$ cat src/rtl/adc_ctrl_pkg.sv
package adc_ctrl_pkg;
  localparam int DATA_W = 32;
  localparam int ADDR_W = 8;
  localparam int SW_W   = 12;
  localparam int SAMP_W = 16;
  localparam int NCH    = 8;
  localparam int CH_W   = $clog2(NCH);

  localparam logic [ADDR_W-1:0] OFS_CTRL   = 8'h04;
  localparam logic [ADDR_W-1:0] OFS_RESULT = 8'h08;
  localparam logic [ADDR_W-1:0] OFS_SWITCH = 8'h18;
  localparam logic [ADDR_W-1:0] OFS_LOCK   = 8'h20;
  localparam logic [DATA_W-1:0] UNLOCK_KEY = 32'h0000_00AA;

  typedef struct packed {
    logic            hit;
    logic [CH_W-1:0] idx;
  } chan_sel_t;

  // configuration code that routes input ch to the converter
  function automatic logic [SW_W-1:0] route_code(input int ch);
    case (ch)
      0:       return 12'h608;
      1:       return 12'h680;
      2:       return 12'h640;
      3:       return 12'h620;
      4:       return 12'h610;
      5:       return 12'h601;
      6:       return 12'h602;
      default: return 12'h604;
    endcase
  endfunction

  function automatic chan_sel_t decode_route(input logic [SW_W-1:0] code);
    chan_sel_t r;
    r = '0;
    for (int i = 0; i < NCH; i++) begin
      if (code == route_code(i)) begin
        r.hit = 1'b1;
        r.idx = CH_W'(i);
      end
    end
    return r;
  endfunction
endpackage

$ cat src/rtl/adc_key_gate.sv
module adc_key_gate
  import adc_ctrl_pkg::*;
(
  input  logic              clk,
  input  logic              rst_n,
  input  logic [ADDR_W-1:0] addr,
  input  logic              wr,
  input  logic              rd,
  input  logic [DATA_W-1:0] wdata,
  output logic              unlocked,
  output logic              sw_we
);
  logic key_hit;

  assign key_hit = wr && (addr == OFS_LOCK) && (wdata == UNLOCK_KEY);
  assign sw_we   = wr && (addr == OFS_SWITCH) && unlocked;

  // every access decides the next lock state; idle cycles keep it
  always_ff @(posedge clk) begin
    if (!rst_n)
      unlocked <= 1'b0;
    else if (wr || rd)
      unlocked <= key_hit;
  end
endmodule

$ cat src/rtl/adc_switch_reg.sv
module adc_switch_reg
  import adc_ctrl_pkg::*;
(
  input  logic            clk,
  input  logic            rst_n,
  input  logic            we,
  input  logic [SW_W-1:0] wcode,
  output logic [SW_W-1:0] code,
  output logic [CH_W-1:0] chan
);
  chan_sel_t sel;

  always_ff @(posedge clk) begin
    if (!rst_n)
      code <= '0;
    else if (we)
      code <= wcode;
  end

  always_comb begin
    sel  = decode_route(code);
    chan = sel.hit ? sel.idx : '0;
  end
endmodule

$ cat src/rtl/adc_conv_timer.sv
module adc_conv_timer #(
  parameter int SETTLE_SLOW = 48,
  parameter int SETTLE_FAST = 12,
  parameter int CONV_SLOW   = 40,
  parameter int CONV_FAST   = 10
) (
  input  logic clk,
  input  logic rst_n,
  input  logic fast,
  input  logic sw_change,
  input  logic start,
  output logic settle_idle,
  output logic conv_pend,
  output logic done
);
  localparam int SMAX  = (SETTLE_SLOW > SETTLE_FAST) ? SETTLE_SLOW : SETTLE_FAST;
  localparam int CMAX  = (CONV_SLOW > CONV_FAST) ? CONV_SLOW : CONV_FAST;
  localparam int SET_W = $clog2(SMAX + 1);
  localparam int CNV_W = $clog2(CMAX + 1);

  logic [SET_W-1:0] settle_cnt;
  logic [CNV_W-1:0] conv_cnt;
  logic [SET_W-1:0] settle_load;
  logic [CNV_W-1:0] conv_load;

  assign settle_load = fast ? SET_W'(SETTLE_FAST) : SET_W'(SETTLE_SLOW);
  assign conv_load   = fast ? CNV_W'(CONV_FAST) : CNV_W'(CONV_SLOW);
  assign settle_idle = (settle_cnt == '0);
  assign done        = conv_pend && settle_idle && !start && (conv_cnt <= CNV_W'(1));

  always_ff @(posedge clk) begin
    if (!rst_n)
      settle_cnt <= '0;
    else if (sw_change)
      settle_cnt <= settle_load;
    else if (!settle_idle)
      settle_cnt <= settle_cnt - SET_W'(1);
  end

  always_ff @(posedge clk) begin
    if (!rst_n) begin
      conv_pend <= 1'b0;
      conv_cnt  <= '0;
    end else if (start) begin
      conv_pend <= 1'b1;
      conv_cnt  <= conv_load;
    end else if (done) begin
      conv_pend <= 1'b0;
      conv_cnt  <= '0;
    end else if (conv_pend && settle_idle) begin
      conv_cnt  <= conv_cnt - CNV_W'(1);
    end
  end
endmodule

$ cat src/rtl/adc_trigger_ctrl.sv
module adc_trigger_ctrl
  import adc_ctrl_pkg::*;
#(
  parameter int SETTLE_SLOW = 48,
  parameter int SETTLE_FAST = 12,
  parameter int CONV_SLOW   = 40,
  parameter int CONV_FAST   = 10
) (
  input  logic                    clk,
  input  logic                    rst_n,
  input  logic [ADDR_W-1:0]       bus_addr,
  input  logic                    bus_wr,
  input  logic                    bus_rd,
  input  logic [DATA_W-1:0]       bus_wdata,
  output logic [DATA_W-1:0]       bus_rdata,
  input  logic [NCH*SAMP_W-1:0]   sample_bus,
  output logic                    data_rdy
);
  localparam int EXT_W = DATA_W - 1 - SAMP_W;

  logic              unlocked;
  logic              sw_we;
  logic [SW_W-1:0]   sw_code;
  logic [CH_W-1:0]   sw_chan;
  logic              rate_fast;
  logic              settle_idle;
  logic              conv_pend;
  logic              conv_done;
  logic              conv_start;
  logic [SAMP_W-1:0] result_q;
  logic [SAMP_W-1:0] lane;

  assign conv_start = bus_rd && (bus_addr == OFS_RESULT);

  adc_key_gate u_key (
    .clk      (clk),
    .rst_n    (rst_n),
    .addr     (bus_addr),
    .wr       (bus_wr),
    .rd       (bus_rd),
    .wdata    (bus_wdata),
    .unlocked (unlocked),
    .sw_we    (sw_we)
  );

  adc_switch_reg u_sw (
    .clk   (clk),
    .rst_n (rst_n),
    .we    (sw_we),
    .wcode (bus_wdata[SW_W-1:0]),
    .code  (sw_code),
    .chan  (sw_chan)
  );

  adc_conv_timer #(
    .SETTLE_SLOW (SETTLE_SLOW),
    .SETTLE_FAST (SETTLE_FAST),
    .CONV_SLOW   (CONV_SLOW),
    .CONV_FAST   (CONV_FAST)
  ) u_tmr (
    .clk         (clk),
    .rst_n       (rst_n),
    .fast        (rate_fast),
    .sw_change   (sw_we),
    .start       (conv_start),
    .settle_idle (settle_idle),
    .conv_pend   (conv_pend),
    .done        (conv_done)
  );

  // rate select register
  always_ff @(posedge clk) begin
    if (!rst_n)
      rate_fast <= 1'b0;
    else if (bus_wr && (bus_addr == OFS_CTRL))
      rate_fast <= bus_wdata[0];
  end

  // lane picked by the decoded switch code
  assign lane = sample_bus[sw_chan*SAMP_W +: SAMP_W];

  // held result and its ready flag
  always_ff @(posedge clk) begin
    if (!rst_n) begin
      data_rdy <= 1'b0;
      result_q <= '0;
    end else if (conv_start) begin
      data_rdy <= 1'b0;
    end else if (conv_done) begin
      data_rdy <= 1'b1;
      result_q <= lane;
    end
  end

  always_comb begin
    bus_rdata = '0;
    if (bus_rd) begin
      case (bus_addr)
        OFS_RESULT: bus_rdata = {data_rdy, {EXT_W{result_q[SAMP_W-1]}}, result_q};
        OFS_SWITCH: bus_rdata = {{(DATA_W-SW_W){1'b0}}, sw_code};
        OFS_CTRL:   bus_rdata = {{(DATA_W-1){1'b0}}, rate_fast};
        default:    bus_rdata = '0;
      endcase
    end
  end
endmodule

$ cat config.mk
export PLATFORM = sky130hd
export DESIGN_NAME = adc_trigger_ctrl
export DESIGN_NICKNAME = d
export VERILOG_FILES = /design/src/rtl/adc_ctrl_pkg.sv /design/src/rtl/adc_key_gate.sv /design/src/rtl/adc_switch_reg.sv /design/src/rtl/adc_conv_timer.sv /design/src/rtl/adc_trigger_ctrl.sv
export SDC_FILE = /design/constraint.sdc
export NUM_CORES = 1
export LEC_CHECK = 0
export BUFFER_PORTS_ARGS = -buffer_cell sky130_fd_sc_hd__buf_2
export CORE_MARGIN = 2
export CORE_UTILIZATION = 46
export CTS_BUF_LIST = sky130_fd_sc_hd__clkbuf_8
export DETAILED_ROUTE_END_ITERATION = 16
export GPL_ROUTABILITY_DRIVEN = 0
export GPL_TIMING_DRIVEN = 0
export PLACE_DENSITY = 0.89
export SLEW_MARGIN = 15
export SYNTH_ARGS = -nofsm -noshare
export SYNTH_HDL_FRONTEND = slang
export SYNTH_SLANG_ARGS = --single-unit
$ cat constraint.sdc
create_clock -name clk -period 3.3 [get_ports clk]
set_input_delay 0.165 -clock clk [delete_from_list [all_inputs] [get_ports clk]]
set_output_delay 0.165 -clock clk [all_outputs]
set_load 0.01 [all_outputs]
# Word level (Yosys, flattened, before mapping)
# Index checks and enable logic that the tools add are counted.
# word_totals
ff_bits	44
# op_classes
n_eq_ne	14
n_reduce_logical	16
n_addsub	2
n_mux	20
bitwise_logic	2
shifts	1
magnitude_cmp	1
# ops
operator	count
128-bit by 8-bit indexed part select with 16-bit output	1
12-bit by 11-bit == test with 1-bit output (second input constant)	8
32-bit one-hot mux with 3 select lines	1
6-bit two-way mux	7
32-bit by 8-bit == test with 1-bit output (second input constant)	1
32-bit two-way mux	1
4-bit two-way mux	8
6-bit by 1-bit subtractor with 6-bit output (second input constant)	2
1-bit logical AND	9
8-bit by 3-bit == test with 1-bit output (second input constant)	1
8-bit by 4-bit == test with 1-bit output (second input constant)	1
8-bit by 5-bit == test with 1-bit output (second input constant)	1
8-bit by 6-bit == test with 1-bit output (second input constant)	1
6-bit by 1-bit <= comparator with 1-bit output (second input constant)	1
6-bit zero test	1
3-bit two-way mux	1
3-bit nonzero test	1
1-bit two-way mux	2
2-bit != test (second input constant)	1
1-bit inverter	2
2-bit AND reduction	1
2-bit nonzero test	1
2-bit OR reduction	1
1-bit zero test	1
1-bit logical OR	1

# Logic depth before layout (Yosys ltp)
# logic_depth
word_depth	11
mapped_depth	10
depth_no_buf	8

# By module
# Synthesis repeated with hierarchy kept, for this count alone.
# hier_totals
cells_unflattened	453
hier_area_um2	3865.0
# by_module_without_submodules
module	instances	cells_each	seq_area_each_um2	area_per_inst_um2
adc_trigger_ctrl	1	284	360.3	2290.9
adc_conv_timer	1	87	260.2	778.2
adc_switch_reg	1	62	240.2	625.6
adc_key_gate	1	20	20.0	170.2

# Least setup slack after synthesis
# Ideal clock, no wire load.
# synth_timing
path_type	flip-flop to flip-flop
from	register u_sw.code[1]
to	register result_q[0]
synth_period_minus_slack_ns	2.347
path_stages_with_launch	9
required_ns	3.183
setup_slack_ns	0.953
setup_ns	0.117
path_buffers	2
arrival_ns	2.230
cell_sequence	dfxtp_1 buf_2 or3_1 nor4b_1 o21ai_1 nor2_1 buf_1 a221oi_1 a22o_1
# synth_between
elab_chain_len	11
word_cells_on_any_way	18
classes_between	8 x eq/ne; 1 x shift; 9 x mux
# synth_rtl
item	line_no	source
start, declared	adc_switch_reg.sv:8	output logic [SW_W-1:0] code,
start signal, assigned	adc_switch_reg.sv:17	code <= wcode;
12-bit by 11-bit == test with 1-bit output	adc_ctrl_pkg.sv:38	if (code == route_code(i)) begin
4-bit two-way mux (7 in a row)	adc_ctrl_pkg.sv:38	
4-bit two-way mux (*)	adc_ctrl_pkg.sv:38	
3-bit two-way mux (*)	adc_switch_reg.sv:22	chan = sel.hit ? sel.idx : '0;
128-bit by 8-bit indexed part select with 16-bit output (*)	adc_trigger_ctrl.sv:80	assign lane = sample_bus[sw_chan*SAMP_W +: SAMP_W];
end signal, assigned	adc_trigger_ctrl.sv:91	result_q <= lane;
end, declared	adc_trigger_ctrl.sv:30	logic [SAMP_W-1:0] result_q;
# Every way passes the cells marked *; elsewhere a longest branch is shown, timed or not.
# A chain may end at the register's enable or synchronous reset.

# Worst setup path in the final report
# layout_timing
from	register u_sw.code[10]
to	register result_q[3]
# Same word-level chain as after synthesis.

==> results.cfg <==
[layout]
antenna_cells = 0
multi_input_area_mm2 = 0.00236
final_area_mm2 = 0.00477
layout_common_cells = 215 x buf_2, 44 x dfxtp_1, 37 x nand2_1
ff_latch_area_um2 = 881
fillers = 652
layout_commonest_cell = buf_2
synthToLayoutAreaGrowth_pct = 34.6
final_nets = 821
layout-drive-gt1-share_pct = 38.9

[synth]
syn_nets = 610
synthDistinctLibCells = 53
yosysTopAreaCellShare_pct = 24.9
synth_cells = 435
yosys-top-cells-area = dfxtp_1 25%, mux2i_1 9.3%, a221oi_1 7.4%, a22o_1 4.0%, nand2_1 3.9%
synth_area_mm2 = 0.00354
ys_ff_latch = 44
synth.avg_cell_area_um2 = 8.14
synth_warnings = 0
synth_top_area_cell = dfxtp_1
ys_seq_area_share_pct = 24.9

[sta]
hold_viol = 0
setup-tns-final_ns = 0
fin_skew_ns = 0.00757
period_share_pct = 91.0
worst_slew_pin_slew_ns = 0.845
grt_setup_unrepaired = false
maxSlewViolCount = 0
clock.fmax_ghz = 0.333
fin_crit_ns = 3.00
setup_viol = 0
maxSlewHeadroom_pct = 43.2

[setup_path]
endpoint_kind = flip-flop
required_ns = 3.50
cp_max_fo = 10
path_class = flip-flop to flip-flop
start_kind = flip-flop
reg2reg_depth = 7
r2r-start = u_sw.code[10]
rrSetupSlack_ns = 0.30
cp.arrival_ns = 3.21
r2r_end = result_q[3]

[power]
switchingPower_w = 0.000427
power_leakage_nw = 2.22
power_frac_seq_pct = 44.6
peakVddDrop_mv = 0.182
clockPowerShare_pct = 24.9
switching_share_pct = 31.8
p_comb_share_pct = 30.4
p_per_area_mw_per_mm2 = 282
internal_power_w = 0.000916

[clock_network]
cts_setup_buffers = 0
cts_max_level = 2
cts_resized = 0
root_buffer = clkbuf_8
cts_buffers = 5
cts.sinks = 44
clockBufferDepth = 2
clk_latency_ns = 0.31
cts_hold_buf = 0
cts_tree = built
clkTransAtPathRegs_ns = 0.09

[routing]
wl_um = 12500
wl_per_cell_um = 16.8
via_per_inst = 5.85
drcViolationCount = 0
dr.pass1.iters = 6
vias = 4358
drtIter0Drc = 346
postRouteAntennaNets = 0

[worst_hold_path]
hold_depth = 3
min-delay-start = bus_wdata[11]
hold_class = input port to flip-flop
hold_end = u_sw.code[11]

[global_route]
grt_remaining_overflow = 0
grt_usage_pct = 28.7
grt_pass1_wl_um = 19700
grt_max_degree = 17
antenna_found_initial = 0
grt_pass1_vias = 4260

[placed_design]
hpwl_um = 10200
numPortBuffers = 204
place_area_mm2 = 0.00469

[floorplanning]
die_area_mm2 = 0.00842
die_w_um = 91.7
rows = 31
fp.dieH_um = 91.7
pin_count = 205
start_util_pct = 48.0
coreArea_mm2 = 0.00737

[run_status]
outcome = complete, no violations

[job]
maxCapViolations = 0
metal layers:
layer / track usage, % / wire length, um / up-vias / part of all wire (%)
met5: 0 / 0 / - / 0
met4: 10.7 / 410 / 0 / 3.3
met3: 4.68 / 912 / 54 / 7.3
met2: 51.8 / 6270 / 245 / 50
met1: 34.0 / 4930 / 2003 / 39
li1: - / - / 2056 / -
final cells by class:
cell class | instances | area share (%)
sequential | 44 | 18.5
inverter | 5 | 0.394
tap | 99 | 2.60
clock inverter | 2 | 0.262
clock buffer | 5 | 1.44
timing repair buffer | 204 | 21.4
buffer | 48 | 5.80
multi-input combinational | 338 | 49.6
power by group through the flow:
stage / combinational (W) / clock (W) / sequential, W
6_report: 0.000409 / 0.000335 / 0.000599
3_5_place_dp: 0.000391 / 0 / 0.000608
4_1_cts: 0.000398 / 0.000333 / 0.000597
3_3_place_gp: 0.000363 / 0 / 0.000605
5_1_grt: 0.000448 / 0.000354 / 0.000602
2_1_floorplan: 0.000231 / 0 / 0.000601
worst max path at each step:
stage	start	end	slack (ns)	depth (start not counted)
2_1_floorplan	u_sw.code[1]	result_q[0]	0.95	8
3_3_place_gp	bus_addr[1]	bus_rdata[24]	0.49	7
4_1_cts	bus_addr[1]	bus_rdata[22]	0.38	7
5_1_grt	u_sw.code[4]	result_q[8]	0.09	8
6_report	u_sw.code[10]	result_q[3]	0.30	7
3_5_place_dp	bus_addr[1]	bus_rdata[22]	0.38	7
cell families after synthesis:
group	share of synthesized area (%)
compound gates	27.9
xor+xnor	2.72
fa+ha+maj	1.06
buf+inv	8.34
flops	24.9
mux	9.33
simple gates	25.8
state kept, by name (all words and copies together) (netlist names):
signal	cells
u_tmr.conv_pend	1
u_tmr.conv_cnt	6
u_key.unlocked	1
u_sw.code	12
u_tmr.settle_cnt	6
data_rdy	1
result_q	16
rate_fast	1
worst max-delay path, stage by stage (launching register included):
cell and delay [ns]:
dfxtp_1 0.35, nor4bb_1 0.68, clkbuf_1 0.36, o21ai_1 0.37, nor2_1 0.25, buf_1 0.46, a221oi_1 0.18, a22o_1 0.23
synth_stat cells (all sizes together):
master    n
and3      6
clkbuf   17
a211oi   16
o22ai     2
o2111a    1
or3       3
ha        3
a21oi     7
a21boi   13
o311ai    1
buf      31
nor2b     2
a21o      1
nand2b    1
or4       2
nor4     10
nor3      8
o211a     2
nor4bb    1
nand3     3
and4b     1
mux2i    33
or2       2
a22o     16
xnor2     8
nand2    37
o2111ai   1
a221oi   32
nor4b     5
and2     22
nor3b    16
nand4     5
and2b     1
inv       5
or4b      1
nor2     34
o21a      2
nand3b    1
o21ai    24
a22oi    12
dfxtp    44
xor2      3
stage by stage:
stage,power (W),setup WS (ns),instances,utilization (%),hold WS [ns]
finish,0.00134,0.298,745,64.7,0.113
global route,0.00140,0.0894,745,64.7,0.128
CTS,0.00133,0.381,745,64.7,0.117
detailed placement,0.000999,0.378,738,63.6,0.441
global placement,0.000968,0.492,738,63.6,0.433
floorplan,0.000832,0.953,435,-,0.310
Note: power is estimated with default switching activity, not from simulation.
